<file path="src/rtl/uart_rx_pkg.sv">
package uart_rx_pkg;

  typedef enum logic [1:0] {
    PAR_NONE = 2'b00,
    PAR_ZERO = 2'b01,
    PAR_ODD  = 2'b10,
    PAR_EVEN = 2'b11
  } par_mode_t;

  typedef enum logic [2:0] {
    ST_IDLE,
    ST_START,
    ST_DATA,
    ST_PAR,
    ST_STOP1,
    ST_STOP2
  } rx_state_t;

  typedef struct packed {
    logic [8:0] data;
    logic       par_err;
    logic       frm_err;
  } rx_frame_t;

  // number of data bits for a length code
  function automatic logic [3:0] char_bits(input logic [1:0] len);
    case (len)
      2'b00:   return 4'd7;
      2'b10:   return 4'd9;
      default: return 4'd8;
    endcase
  endfunction

  // bits enter at the top of the shift register, so a short character sits high
  function automatic logic [8:0] align_char(input logic [8:0] sh, input logic [3:0] n);
    return sh >> (4'd9 - n);
  endfunction

  // 1 when the received parity bit disagrees with the selected rule
  function automatic logic parity_bad(input logic [8:0] d, input logic p, input par_mode_t m);
    case (m)
      PAR_ZERO: return p;
      PAR_ODD:  return ~(^d ^ p);
      PAR_EVEN: return ^d ^ p;
      default:  return 1'b0;
    endcase
  endfunction

endpackage

</file>
<file path="src/rtl/uart_rx_sync.sv">
module uart_rx_sync #(
  parameter int STAGES = 2
) (
  input  logic clk,
  input  logic rst_n,
  input  logic async_in,
  output logic sync_out
);
  logic [STAGES-1:0] chain;

  always_ff @(posedge clk) begin
    if (!rst_n) chain <= '1;
    else        chain <= {chain[STAGES-2:0], async_in};
  end

  assign sync_out = chain[STAGES-1];
endmodule

</file>
<file path="src/rtl/uart_rx_frame.sv">
module uart_rx_frame
  import uart_rx_pkg::*;
#(
  parameter int OVERSAMPLE = 16
) (
  input  logic      clk,
  input  logic      rst_n,
  input  logic      line,
  input  logic      tick,
  input  logic      enable,
  input  logic [1:0] cfg_len,
  input  logic [1:0] cfg_parity,
  input  logic      cfg_stop2,
  output logic      done,
  output rx_frame_t frame
);
  localparam int CW  = $clog2(OVERSAMPLE);
  localparam int MID = OVERSAMPLE / 2;
  localparam logic [CW-1:0] MID_LAST = CW'(MID - 1);
  localparam logic [CW-1:0] BIT_LAST = CW'(OVERSAMPLE - 1);

  rx_state_t       state;
  logic [CW-1:0]   tick_cnt;
  logic [3:0]      bit_idx;
  logic [8:0]      shreg;
  logic            line_prev;
  logic            par_bit;
  logic [3:0]      nbits;
  par_mode_t       pmode;
  logic [8:0]      char_now;

  // named internal events
  logic start_edge;
  logic start_glitch;
  logic bit_point;

  assign nbits        = char_bits(cfg_len);
  assign pmode        = par_mode_t'(cfg_parity);
  assign char_now     = align_char(shreg, nbits);
  assign start_edge   = tick && state == ST_IDLE && line_prev && !line;
  assign start_glitch = tick && state == ST_START && tick_cnt == MID_LAST && line;
  assign bit_point    = tick && tick_cnt == BIT_LAST;

  always_ff @(posedge clk) begin
    if (!rst_n) begin
      state     <= ST_IDLE;
      tick_cnt  <= '0;
      bit_idx   <= '0;
      shreg     <= '0;
      line_prev <= 1'b1;
      par_bit   <= 1'b0;
      done      <= 1'b0;
      frame     <= '0;
    end else begin
      done <= 1'b0;
      if (tick) line_prev <= line;
      if (!enable) begin
        state    <= ST_IDLE;
        tick_cnt <= '0;
      end else if (tick) begin
        case (state)
          ST_IDLE: begin
            if (start_edge) begin
              state    <= ST_START;
              tick_cnt <= '0;
            end
          end
          ST_START: begin
            if (tick_cnt == MID_LAST) begin
              tick_cnt <= '0;
              bit_idx  <= '0;
              state    <= line ? ST_IDLE : ST_DATA;
            end else begin
              tick_cnt <= tick_cnt + 1'b1;
            end
          end
          ST_DATA: begin
            if (bit_point) begin
              tick_cnt <= '0;
              shreg    <= {line, shreg[8:1]};
              if (bit_idx == nbits - 4'd1)
                state <= (pmode == PAR_NONE) ? ST_STOP1 : ST_PAR;
              else
                bit_idx <= bit_idx + 4'd1;
            end else begin
              tick_cnt <= tick_cnt + 1'b1;
            end
          end
          ST_PAR: begin
            if (bit_point) begin
              tick_cnt <= '0;
              par_bit  <= line;
              state    <= ST_STOP1;
            end else begin
              tick_cnt <= tick_cnt + 1'b1;
            end
          end
          ST_STOP1: begin
            if (bit_point) begin
              tick_cnt      <= '0;
              done          <= 1'b1;
              frame.data    <= char_now;
              frame.par_err <= parity_bad(char_now, par_bit, pmode);
              frame.frm_err <= !line;
              state         <= cfg_stop2 ? ST_STOP2 : ST_IDLE;
            end else begin
              tick_cnt <= tick_cnt + 1'b1;
            end
          end
          ST_STOP2: begin
            if (bit_point) begin
              tick_cnt <= '0;
              state    <= ST_IDLE;
            end else begin
              tick_cnt <= tick_cnt + 1'b1;
            end
          end
          default: state <= ST_IDLE;
        endcase
      end
    end
  end


  glitch_drop_chk: assert property (@(posedge clk) disable iff (!rst_n)
    start_glitch && enable |=> state == ST_IDLE && !done);


  disabled_quiet_chk: assert property (@(posedge clk) disable iff (!rst_n)
    !enable |=> !done);


  stop2_no_done_chk: assert property (@(posedge clk) disable iff (!rst_n)
    state == ST_STOP2 |-> !done || $past(state) == ST_STOP1);
endmodule

</file>
<file path="src/rtl/uart_rx_store.sv">
module uart_rx_store
  import uart_rx_pkg::*;
(
  input  logic       clk,
  input  logic       rst_n,
  input  logic       done,
  input  rx_frame_t  frame,
  input  logic       buf_rd,
  input  logic       tx_start,
  input  logic       tx_end,
  output logic [8:0] buf_data,
  output logic       err_par,
  output logic       err_frm,
  output logic       err_ovr,
  output logic       tx_busy,
  output logic       irq
);
  logic full;
  logic overrun_now;

  assign overrun_now = done && full && !buf_rd;

  always_ff @(posedge clk) begin
    if (!rst_n) begin
      buf_data <= '0;
      full     <= 1'b0;
      err_par  <= 1'b0;
      err_frm  <= 1'b0;
      err_ovr  <= 1'b0;
      irq      <= 1'b0;
    end else begin
      irq <= done;
      if (done) begin
        buf_data <= frame.data;
        full     <= 1'b1;
        err_par  <= frame.par_err;
        err_frm  <= frame.frm_err;
        err_ovr  <= overrun_now;
      end else if (buf_rd) begin
        full    <= 1'b0;
        err_par <= 1'b0;
        err_frm <= 1'b0;
        err_ovr <= 1'b0;
      end
    end
  end

  always_ff @(posedge clk) begin
    if (!rst_n)        tx_busy <= 1'b0;
    else if (tx_start) tx_busy <= 1'b1;
    else if (tx_end)   tx_busy <= 1'b0;
  end


  set_wins_chk: assert property (@(posedge clk) disable iff (!rst_n)
    done && buf_rd && frame.par_err |=> err_par);


  read_clears_chk: assert property (@(posedge clk) disable iff (!rst_n)
    buf_rd && !done |=> !err_par && !err_frm && !err_ovr);


  overrun_set_chk: assert property (@(posedge clk) disable iff (!rst_n)
    done && full && !buf_rd |=> err_ovr);


  irq_pulse_chk: assert property (@(posedge clk) disable iff (!rst_n)
    irq |=> !irq);


  tx_start_chk: assert property (@(posedge clk) disable iff (!rst_n)
    tx_start |=> tx_busy);
endmodule

</file>
<file path="src/rtl/uart_rx_status.sv">
module uart_rx_status
  import uart_rx_pkg::*;
#(
  parameter int OVERSAMPLE  = 16,
  parameter int SYNC_STAGES = 2
) (
  input  logic       clk,
  input  logic       rst_n,
  input  logic       rx_serial,
  input  logic       sample_en,
  input  logic [1:0] cfg_len,
  input  logic [1:0] cfg_parity,
  input  logic       cfg_stop2,
  input  logic       rx_enable,
  input  logic       buf_rd,
  input  logic       tx_start,
  input  logic       tx_end,
  output logic [8:0] rx_data,
  output logic [3:0] status,
  output logic       rx_done_irq
);
  logic      line_s;
  logic      frame_done;
  rx_frame_t frame;
  logic      e_par, e_frm, e_ovr, busy;

  uart_rx_sync #(.STAGES(SYNC_STAGES)) u_sync (
    .clk(clk), .rst_n(rst_n), .async_in(rx_serial), .sync_out(line_s)
  );

  uart_rx_frame #(.OVERSAMPLE(OVERSAMPLE)) u_frame (
    .clk(clk), .rst_n(rst_n), .line(line_s), .tick(sample_en),
    .enable(rx_enable), .cfg_len(cfg_len), .cfg_parity(cfg_parity),
    .cfg_stop2(cfg_stop2), .done(frame_done), .frame(frame)
  );

  uart_rx_store u_store (
    .clk(clk), .rst_n(rst_n), .done(frame_done), .frame(frame),
    .buf_rd(buf_rd), .tx_start(tx_start), .tx_end(tx_end),
    .buf_data(rx_data), .err_par(e_par), .err_frm(e_frm), .err_ovr(e_ovr),
    .tx_busy(busy), .irq(rx_done_irq)
  );

  assign status = {busy, e_par, e_frm, e_ovr};


  zero_fill_chk: assert property (@(posedge clk) disable iff (!rst_n)
    rx_done_irq && cfg_len == 2'b00 |-> rx_data[8:7] == 2'b00);
endmodule

</file>
<file path="config.mk">
export PLATFORM = sky130hd
export DESIGN_NAME = uart_rx_status
export DESIGN_NICKNAME = d
export VERILOG_FILES = /design/src/rtl/uart_rx_pkg.sv /design/src/rtl/uart_rx_sync.sv /design/src/rtl/uart_rx_frame.sv /design/src/rtl/uart_rx_store.sv /design/src/rtl/uart_rx_status.sv
export SDC_FILE = /design/constraint.sdc
export NUM_CORES = 1
export LEC_CHECK = 0
export BUFFER_PORTS_ARGS = -buffer_cell sky130_fd_sc_hd__buf_4
export CORE_ASPECT_RATIO = 0.9
export CORE_UTILIZATION = 55
export CTS_CLUSTER_SIZE = 30
export DETAILED_ROUTE_END_ITERATION = 16
export GPL_ROUTABILITY_DRIVEN = 1
export PLACE_DENSITY = 0.86
export SLEW_MARGIN = 20
export SYNTH_ARGS = -nofsm -noshare
export SYNTH_HDL_FRONTEND = slang
export SYNTH_SLANG_ARGS = --single-unit
</file>
<file path="constraint.sdc">
create_clock -name clk -period 3.2 [get_ports clk]
set_input_delay 0.32 -clock clk [delete_from_list [all_inputs] [get_ports clk]]
set_output_delay 0.32 -clock clk [all_outputs]
set_load 0.03 [all_outputs]
</file>
Yosys cells after proc, flatten, opt, wreduce, memory -nomap -nowiden
Cells that the tools add are included.
W data, S select, Z words.
Storage, ports and cells
  register bits: 51
  bits of input ports: 13
  output and inout port bits: 14
  word-level logic and storage cells: 99
Cells by class
  add/sub/neg operators: 4
  equal/unequal tests: 20
  shift-type cells: 1
  mux-type cells: 29
  bitwise operators: 2
  reductions and logical operators: 25
Operator list (count)
  $mux W3: 9
  $mux W4: 6
  $pmux W3 S6: 1
  $pmux W4 S2: 2
  $reduce_and A4 Y1: 4
  $ne A2 B1 Y1 const B: 6
  $pmux W4 S3: 1
  $reduce_xor A9 Y1: 1
  $shr A9 B4 Y9: 1
  $add A4 B1 Y4 const B: 2
  $mux W1: 8
  $reduce_and A8 Y1: 1
  $eq A2 B2 Y1 const B: 3
  $eq A3 B2 Y1 const B: 2
  $eq A3 B3 Y1 const B: 2
  $logic_and A1 B1 Y1: 6
  $reduce_and A6 Y1: 1
  $reduce_bool A2 Y1: 3
  $eq A4 B3 Y1 const B: 1
  $eq A4 B4 Y1: 1
  $eq A4 B4 Y1 const B: 1
  $logic_not A2 Y1: 2
  $ne A2 B2 Y1 const B: 2
  $reduce_or A4 Y1: 1
  13 further kinds: 14

Depth between registers and ports, before layout
Gate-level depths: netlist (run 1).
  depth after elaboration: 8
  mapped depth: 9
  mapped depth without buffers: 8

Hierarchy
Synthesis (run 1) repeated with hierarchy kept, for this count alone.
Second synthesis, totals
  cell total of the unflattened synthesis: 305
  area, all modules: 2598.7 um^2
Modules (own cells, without submodules)
  uart_rx_frame: times used 1, cells each 250, area each 1935.6 um^2, seq. area each 680.7 um^2
  uart_rx_store: times used 1, cells each 47, area each 580.6 um^2, seq. area each 300.3 um^2
  uart_rx_sync: times used 1, cells each 4, area each 52.6 um^2, seq. area each 40.0 um^2
  uart_rx_status: times used 1, cells each 4, area each 30.0 um^2, seq. area each 0.0 um^2

Worst setup path before layout (run 1)
No wires, ideal clock.
  kind: input port to flip-flop
  from: input cfg_len[1]
  to: register u_frame.frame[1] (netlist name)
  library setup time: 0.074 ns
  arrival: 2.159 ns
  required time: 3.126 ns
  slack: 0.967 ns
  stages on the path: 8
  buffers on the path: 2
  cells stage by stage: buf_4 buf_2 a211oi_1 o211a_1 nor2_4 xnor3_1 or4b_1 a31oi_1
Between the ends
  longest elaborated chain between the ends: 8
  elaborated cells between the ends (all ways): 9
  those cells by class: add/sub: 1; eq/ne: 1; shift: 1; mux: 2; bitwise: 2; reduce/logical: 2
RTL lines
  from (decl): line uart_rx_status.sv:11  | input logic [1:0] cfg_len,
  $eq A2 B2 Y1 / $logic_not A2 Y1 (equally long branches): line uart_rx_pkg.sv:27  | case (len)
  $pmux W4 S2 (*): line uart_rx_pkg.sv:27
  $sub A4 B4 Y4 (*): line uart_rx_pkg.sv:36  | return sh >> (4'd9 - n);
  $shr A9 B4 Y9 (*): line uart_rx_pkg.sv:36
  $reduce_xor A9 Y1 (*): line uart_rx_pkg.sv:43, uart_rx_pkg.sv:44
  $xor A1 B1 Y1 (*): line uart_rx_pkg.sv:43, uart_rx_pkg.sv:44
  $not A1 Y1: line uart_rx_pkg.sv:43  | PAR_ODD: return ~(^d ^ p);
  $pmux W1 S3 (*): line uart_rx_pkg.sv:41  | case (m)
Mark *: on every way between the ends. The rest lies on a longest branch, timed or not.
A chain may end at the register's enable or synchronous reset.

Final worst setup path (run 1)
  from: register u_frame.shreg[5]
  to: register u_frame.frame[1] (netlist name)
Between the ends
  longest elaborated chain between the ends: 5
RTL lines
  from (decl): line uart_rx_frame.sv:25  | logic [8:0] shreg;
  from (signal assigned): line uart_rx_frame.sv:80  | shreg <= {line, shreg[8:1]};
  $shr A9 B4 Y9 (*): line uart_rx_pkg.sv:36
  $reduce_xor A9 Y1 (*): line uart_rx_pkg.sv:43, uart_rx_pkg.sv:44
  $xor A1 B1 Y1 (*): line uart_rx_pkg.sv:43, uart_rx_pkg.sv:44
  $not A1 Y1: line uart_rx_pkg.sv:43
  $pmux W1 S3 (*): line uart_rx_pkg.sv:41
Marked as above.

==> qor.yml, run 1 <==
status: "completed"
worst_slack_ps: 799
power.share.clock_pct: 38.0
seq_area_um2: 1020
required_ps: 3440
drv_cap: 0
drt-initial-drc-count: 108
synth_area_um2: 2710
max_freq_mhz: 416
drc: 0
area_growth_pct: 9.67
reg2regPathDepth: 7
clkSlewWorstSetupHoldPaths_ps: 90
power.switching_uw: 244
ys.flop_type: "dfxtp_1"
place.port_buffers: 26
endpoint_kind: "register"
yosysTopAreaCell: "dfxtp_1"
h-tree-depth: 2
cts_tree: "yes"
path_max_fanout: 8
dp_hpwl_um: 3490
tightest_slew_ps: 731
hold_class: "input port to register"
n_antenna_cell: 0
ir_drop_mv: 0.207
setup_viol_count_final: 0
yosysSeqAreaShare_pct: 37.7
dr.pass1.iters: 4
critical_path_class: "register to register"
die_w_um: 75.9
synth_edf_count: 0
syn_inst: 306
grt_overflow: 0
pre_cts_ws_ps: 727
cts.path.max_buffers: 2
row_count: 23
synth_top_area_share_pct: 37.7
die_h_um: 68.5
yosys_warnings: 0
fin_crit_ps: 2400
hold_slack_ps: 193
cts_resized: 0
grt_pass1_vias: 1948
cts.sinks: 51
synthTopCellsByArea: "dfxtp_1 38%, mux2i_1 10%, nor2b_1 6.7%, nor2_1 3.7%, nand2_1 3.6%"
cts_setup_buffers: 0
grt_pass1_wl_um: 8580
crit_path_start_kind: "register"
fin_cells: 377
tns_ps: 0
antenna_found_initial: 0
wl_um: 4880
place_congestion: 0.832
maxSlewViolCount: 0
ant_nets: 0
grt_max_degree: 45
track_usage_pct: 20.5
dieArea_um2: 5200
wl_per_cell_um: 12.9
switching_share_pct: 21.4
internal-power_uw: 898
start_util_pct: 59.1
period_share_pct: 75.0
num_vias: 2116
synth_seq_cells: 51
synth_cell_types: 53
leakage_uw: 0.00115
synth_commonest_cells: "51 x dfxtp_1, 29 x nor2b_1, 28 x mux2i_1, 27 x nor2_1, 26 x nand2_1"
core_area_um2: 4580
crit_arrival_ps: 2640
placedCellCount: 370
postSynthNetCount: 321
clkLatencyLatePin_ps: 300
synth_area_per_cell_um2: 8.84
synth.most_common_cell: "dfxtp_1"
synthArstFlopShare_pct: 0
relSlewSlack_pct: 51.2
combPwrFrac_pct: 6.1
final_layout_size_suffix_gt1_share_pct: 13.7
viasPerCell: 5.61
hold_viol_final: 0
postLayoutCoreUtil_pct: 64.8
ios: 27
min_path_cells: 2
power-per-cell-area_nw_per_um2: 385
rsz0062_at_grt: "no"
root_buffer: "clkbuf_8"
cts_buffers: 5
multi_input_area_um2: 1540
fin_worst_skew_ps: 6.33
hold_buffers: 0
seqPwrFrac_pct: 56.0
finalNetCount: 330
fillCellCount: 369
## registers in the layout (all words and copies together), names as in the netlist
register           flops
u_frame.par_bit        1
u_store.full           1
u_frame.done           1
u_frame.bit_idx        4
u_frame.shreg          9
u_store.err_ovr        1
u_store.err_par        1
u_store.buf_data       9
u_store.err_frm        1
u_frame.line_prev      1
u_sync.chain           2
u_store.tx_busy        1
u_frame.tick_cnt       4
u_store.irq            1
u_frame.frame         11
u_frame.state          3
## power groups by stage
stage          sequential [µW]  clock [µW]  combinational [µW]
6_report                   639         434                69.4
5_1_grt                    640         471                75.9
4_1_cts                    639         442                69.0
3_5_place_dp               654           0                68.6
3_3_place_gp               654           0                67.9
2_1_floorplan              653           0                48.9
## through the flow
stage / cell area (µm²) / total power [µW]
after floorplan: 2710 / 702
after global placement: 2860 / 722
after detailed placement: 2860 / 723
after CTS: 2970 / 1150
after global routing: 2970 / 1190
final: 2970 / 1140
## worst paths after layout
path	endpoint	slack (ps)	startpoint
setup reg to reg	u_frame.frame[1]	800	u_frame.shreg[5]
hold reg to reg	u_sync.chain[1]	420	u_sync.chain[0]
hold / removal	u_sync.chain[0]	190	rx_serial
setup / recovery	u_frame.frame[1]	800	u_frame.shreg[5]
## worst max-delay path, stage by stage (launching register included)
cell       delay, ps
dfxtp_1          480
nor4bb_4         390
a2111oi_4         90
a211oi_2         370
nor2_4            50
xnor3_1          340
or4b_1           470
a31oi_1          160
## placed cells by master (no fill, tap or decap), drive strengths merged, types with 2 or more instances in the layout
cell type / Yosys / final
nand3b: 2 / 2
and4: 2 / 2
nor3b: 6 / 6
nand3: 6 / 6
dfxtp: 51 / 51
nand2: 26 / 26
nand4: 2 / 2
mux2: 2 / 2
a211oi: 3 / 3
nor2: 28 / 28
mux2i: 28 / 28
o21ai: 14 / 14
nor3: 4 / 4
and2: 4 / 4
a21o: 2 / 2
a22oi: 3 / 3
clkbuf: 13 / 5
xnor2: 2 / 2
o211a: 2 / 2
inv: 4 / 4
nor2b: 30 / 30
a21boi: 8 / 8
ha: 2 / 2
o211ai: 3 / 3
xnor3: 2 / 2
o22a: 2 / 2
nand2b: 2 / 2
buf: 12 / 27
or3: 5 / 5
o21a: 2 / 2
a21oi: 18 / 18
## final cells by class
cell class              instances  area share [%]
multi-input cells             226            52.0
flip-flops and latches         51            34.4
clock inverters                 2            1.27
inverters                       4           0.506
clock buffers                   5            2.32
well taps                      62            2.61
repair buffers                 27            6.83
## routing by layer
metal	up-vias	wire (µm)	share of wire (%)	global-route usage, %
li1	1084	-	-	-
met1	980	2390	49	25.4
met2	47	2230	46	36.1
met3	5	211	4.3	5.13
met4	0	48	0.98	6.25
met5	-	0	0	0
## logic make-up (layout without fill, tap and decap cells)
family | count (synthesis) | count (layout) | synth area share [%]
AND/OR/NAND/NOR | 124 | 124 | 25.9
AO/OA/AOI/OAI | 65 | 65 | 16.4
flip-flops | 51 | 51 | 37.7
multiplexers | 30 | 30 | 11.2
buffers and inverters | 29 | 38 | 5.18
XOR/XNOR | 4 | 4 | 2.31
adder cells (fa/ha/maj) | 3 | 3 | 1.29
Note: power is estimated with default switching activity, not from simulation.
==> run 2: changes to the inputs <==
Clock period 3.2 ns to 2.4 ns, I/O delays scaled along.
==> run 2 against run 1 <==
Sequential power rose by 33%; design area up 3.0%; clock-buffer cell count is the same; first-iteration DRC count decreased by 9.3%; critical path type unchanged.
==> qor.yml, run 2 (synthesis results as in run 1) <==
maxSlewViolCount: 0  # unchanged
final_common_cell: "dfxtp_1"
grt_overflow: 0  # unchanged
postLayoutCoreUtil_pct: 66.8  # +2.0 points
hold_viol_final: 0  # unchanged
wl_per_cell_um: 13.6  # +5.2%
die_w_um: 75.9  # unchanged
critical_path_class: "register to register"
dr.pass1.iters: 4  # unchanged
ios: 27  # unchanged
area_growth_pct: 13.0
cts.path.max_buffers: 2  # unchanged
combPwrFrac_pct: 6.7  # +0.6 points
drc: 0  # unchanged
clkSlewWorstSetupHoldPaths_ps: 90  # about the same
reg2regPathDepth: 7  # unchanged
final_layout_size_suffix_gt1_share_pct: 17.2  # +3.6 points
setup_viol_count_final: 0  # unchanged
min_path_cells: 2  # unchanged
place_congestion: 0.860  # +3.4%
grt_pass1_wl_um: 9090  # +6.0%
switching_share_pct: 21.8  # +0.40 points
top_regs: "u_frame.frame (11), u_frame.shreg (9), u_store.buf_data (9)"
crit_arrival_ps: 2580  # -60 ps
max_freq_mhz: 428  # +2.8%
track_usage_pct: 21.6  # +1.1 points
tightest_slew_ps: 738  # +7.10 ps
clkLatencyLatePin_ps: 300  # about the same
cts_buffers: 5  # unchanged
seq_area_um2: 1020  # +0.24%
place.port_buffers: 26  # unchanged
wl_um: 5270  # +8.0%
antenna_found_initial: 0  # unchanged
relSlewSlack_pct: 50.7  # -0.47 points
fin_area_um2: 3060  # +3.0%
fin_worst_skew_ps: 6.58  # +0.246 ps
num_vias: 2204  # +4.2%
hold_buffers: 0  # unchanged
grt_max_degree: 45  # unchanged
fillCellCount: 346  # -6.2%
power-per-cell-area_nw_per_um2: 504  # +31%
grt_pass1_vias: 2093  # +7.4%
leakage_uw: 0.00120  # +5.0%
holdPathEnd: "u_sync.chain[0]"
start_util_pct: 59.1  # unchanged
cts_tree: "yes"
layout_common_cells: "49 x dfxtp_1, 37 x buf_4, 29 x nor2b_1, 28 x mux2i_1, 27 x nor2_1"
ant_nets: 0  # unchanged
seqPwrFrac_pct: 55.4  # -0.6 points
multi_input_area_um2: 1560  # +0.81%
viasPerCell: 5.70  # +1.5%
rr_startpoint: "u_frame.shreg[5]"
core_area_um2: 4580  # unchanged
rr_endpoint: "u_frame.frame[1]"
power.switching_uw: 335  # +37%
min_from: "rx_serial"
root_buffer: "clkbuf_8"
dieArea_um2: 5200  # unchanged
finalNetCount: 340  # +3.0%
drt-initial-drc-count: 98  # -9.3%
cts.sinks: 51  # unchanged
dp_hpwl_um: 3620  # +3.7%
ir_drop_mv: 0.309  # +49%
endpoint_kind: "register"
die_h_um: 68.5  # unchanged
largest_reg_flops: 11  # unchanged
required_ps: 2640  # -800 ps
status: "completed"
top_register: "u_frame.frame"
hold_class: "input port to register"
n_antenna_cell: 0  # unchanged
r2r_slack_ps: 60  # -740 ps
fin_crit_ps: 2340  # -64.5 ps
period_share_pct: 97.4  # +22 points
power.share.clock_pct: 37.8  # -0.2 points
drv_cap: 0  # unchanged
place_area_um2: 2930  # +2.4%
h-tree-depth: 2  # unchanged
internal-power_uw: 1200  # +34%
row_count: 23  # unchanged
path_max_fanout: 8  # unchanged
crit_path_start_kind: "register"
-- run 2: worst max-delay path by stage --
stage / slack, ps / to / cells past startpoint / startpoint
after floorplan: 180 / u_frame.frame[1] / 8 / u_frame.shreg[5]
after global placement: 80 / u_frame.frame[1] / 7 / u_frame.shreg[5]
after detailed placement: -10 / u_frame.frame[1] / 7 / u_frame.shreg[5]
after CTS: 20 / u_frame.frame[1] / 7 / u_frame.shreg[4]
after global routing: -7 / u_frame.frame[1] / 7 / u_frame.shreg[5]
final: 60 / u_frame.frame[1] / 7 / u_frame.shreg[5]
-- run 2: power by group through the flow --
stage / clock, µW / combinational (µW) / sequential, µW
floorplan: 0 / 65.2 / 871
global placement: 0 / 95.4 / 872
detailed placement: 0 / 97.8 / 873
CTS: 591 / 98.0 / 853
global route: 621 / 112 / 853
finish: 582 / 104 / 853
-- run 2: final cells by class --
cell class                 instances  share of cell area [%]
multi-input combinational        226                    50.9
sequential                        51                    33.5
timing repair buffer              37                    9.09
tap                               62                    2.54
clock buffer                       5                    2.25
clock inverter                     2                    1.23
inverter                           4                   0.491
-- run 2: critical path, cell delays in order (launching register included) --
cell and delay [ps]:
dfxtp_2 410, inv_1 120, a2111oi_4 390, o211a_1 280, nor2_4 60, xnor3_1 360
or4b_1 480, a31oi_1 170
-- run 2: metrics by stage --
stage               setup WS, ps  total power, µW  TNS (ps)  cells  hold slack, ps
floorplan                    179              936         0    306             313
global placement            75.2              968         0    379             395
detailed placement         -14.3              970     -14.3    379             403
CTS                         21.7             1540         0    386             107
global route               -7.35             1590     -7.35    387             114
finish                      63.5             1540         0    387             110
-- run 2: timing repair --
item	in CTS	in global routing
resized for setup	1	4
setup buffers	0	1
pin swaps	0	3
setup endpoints to repair	1	1
-- run 2: per-layer routing --
layer,vias to the layer above,track usage [%],share of wire [%]
met2,48,38.3,46
met3,7,4.61,3.7
met1,1040,26.0,49
met4,0,9.62,1.2
li1,1109,-,-
met5,-,0,0
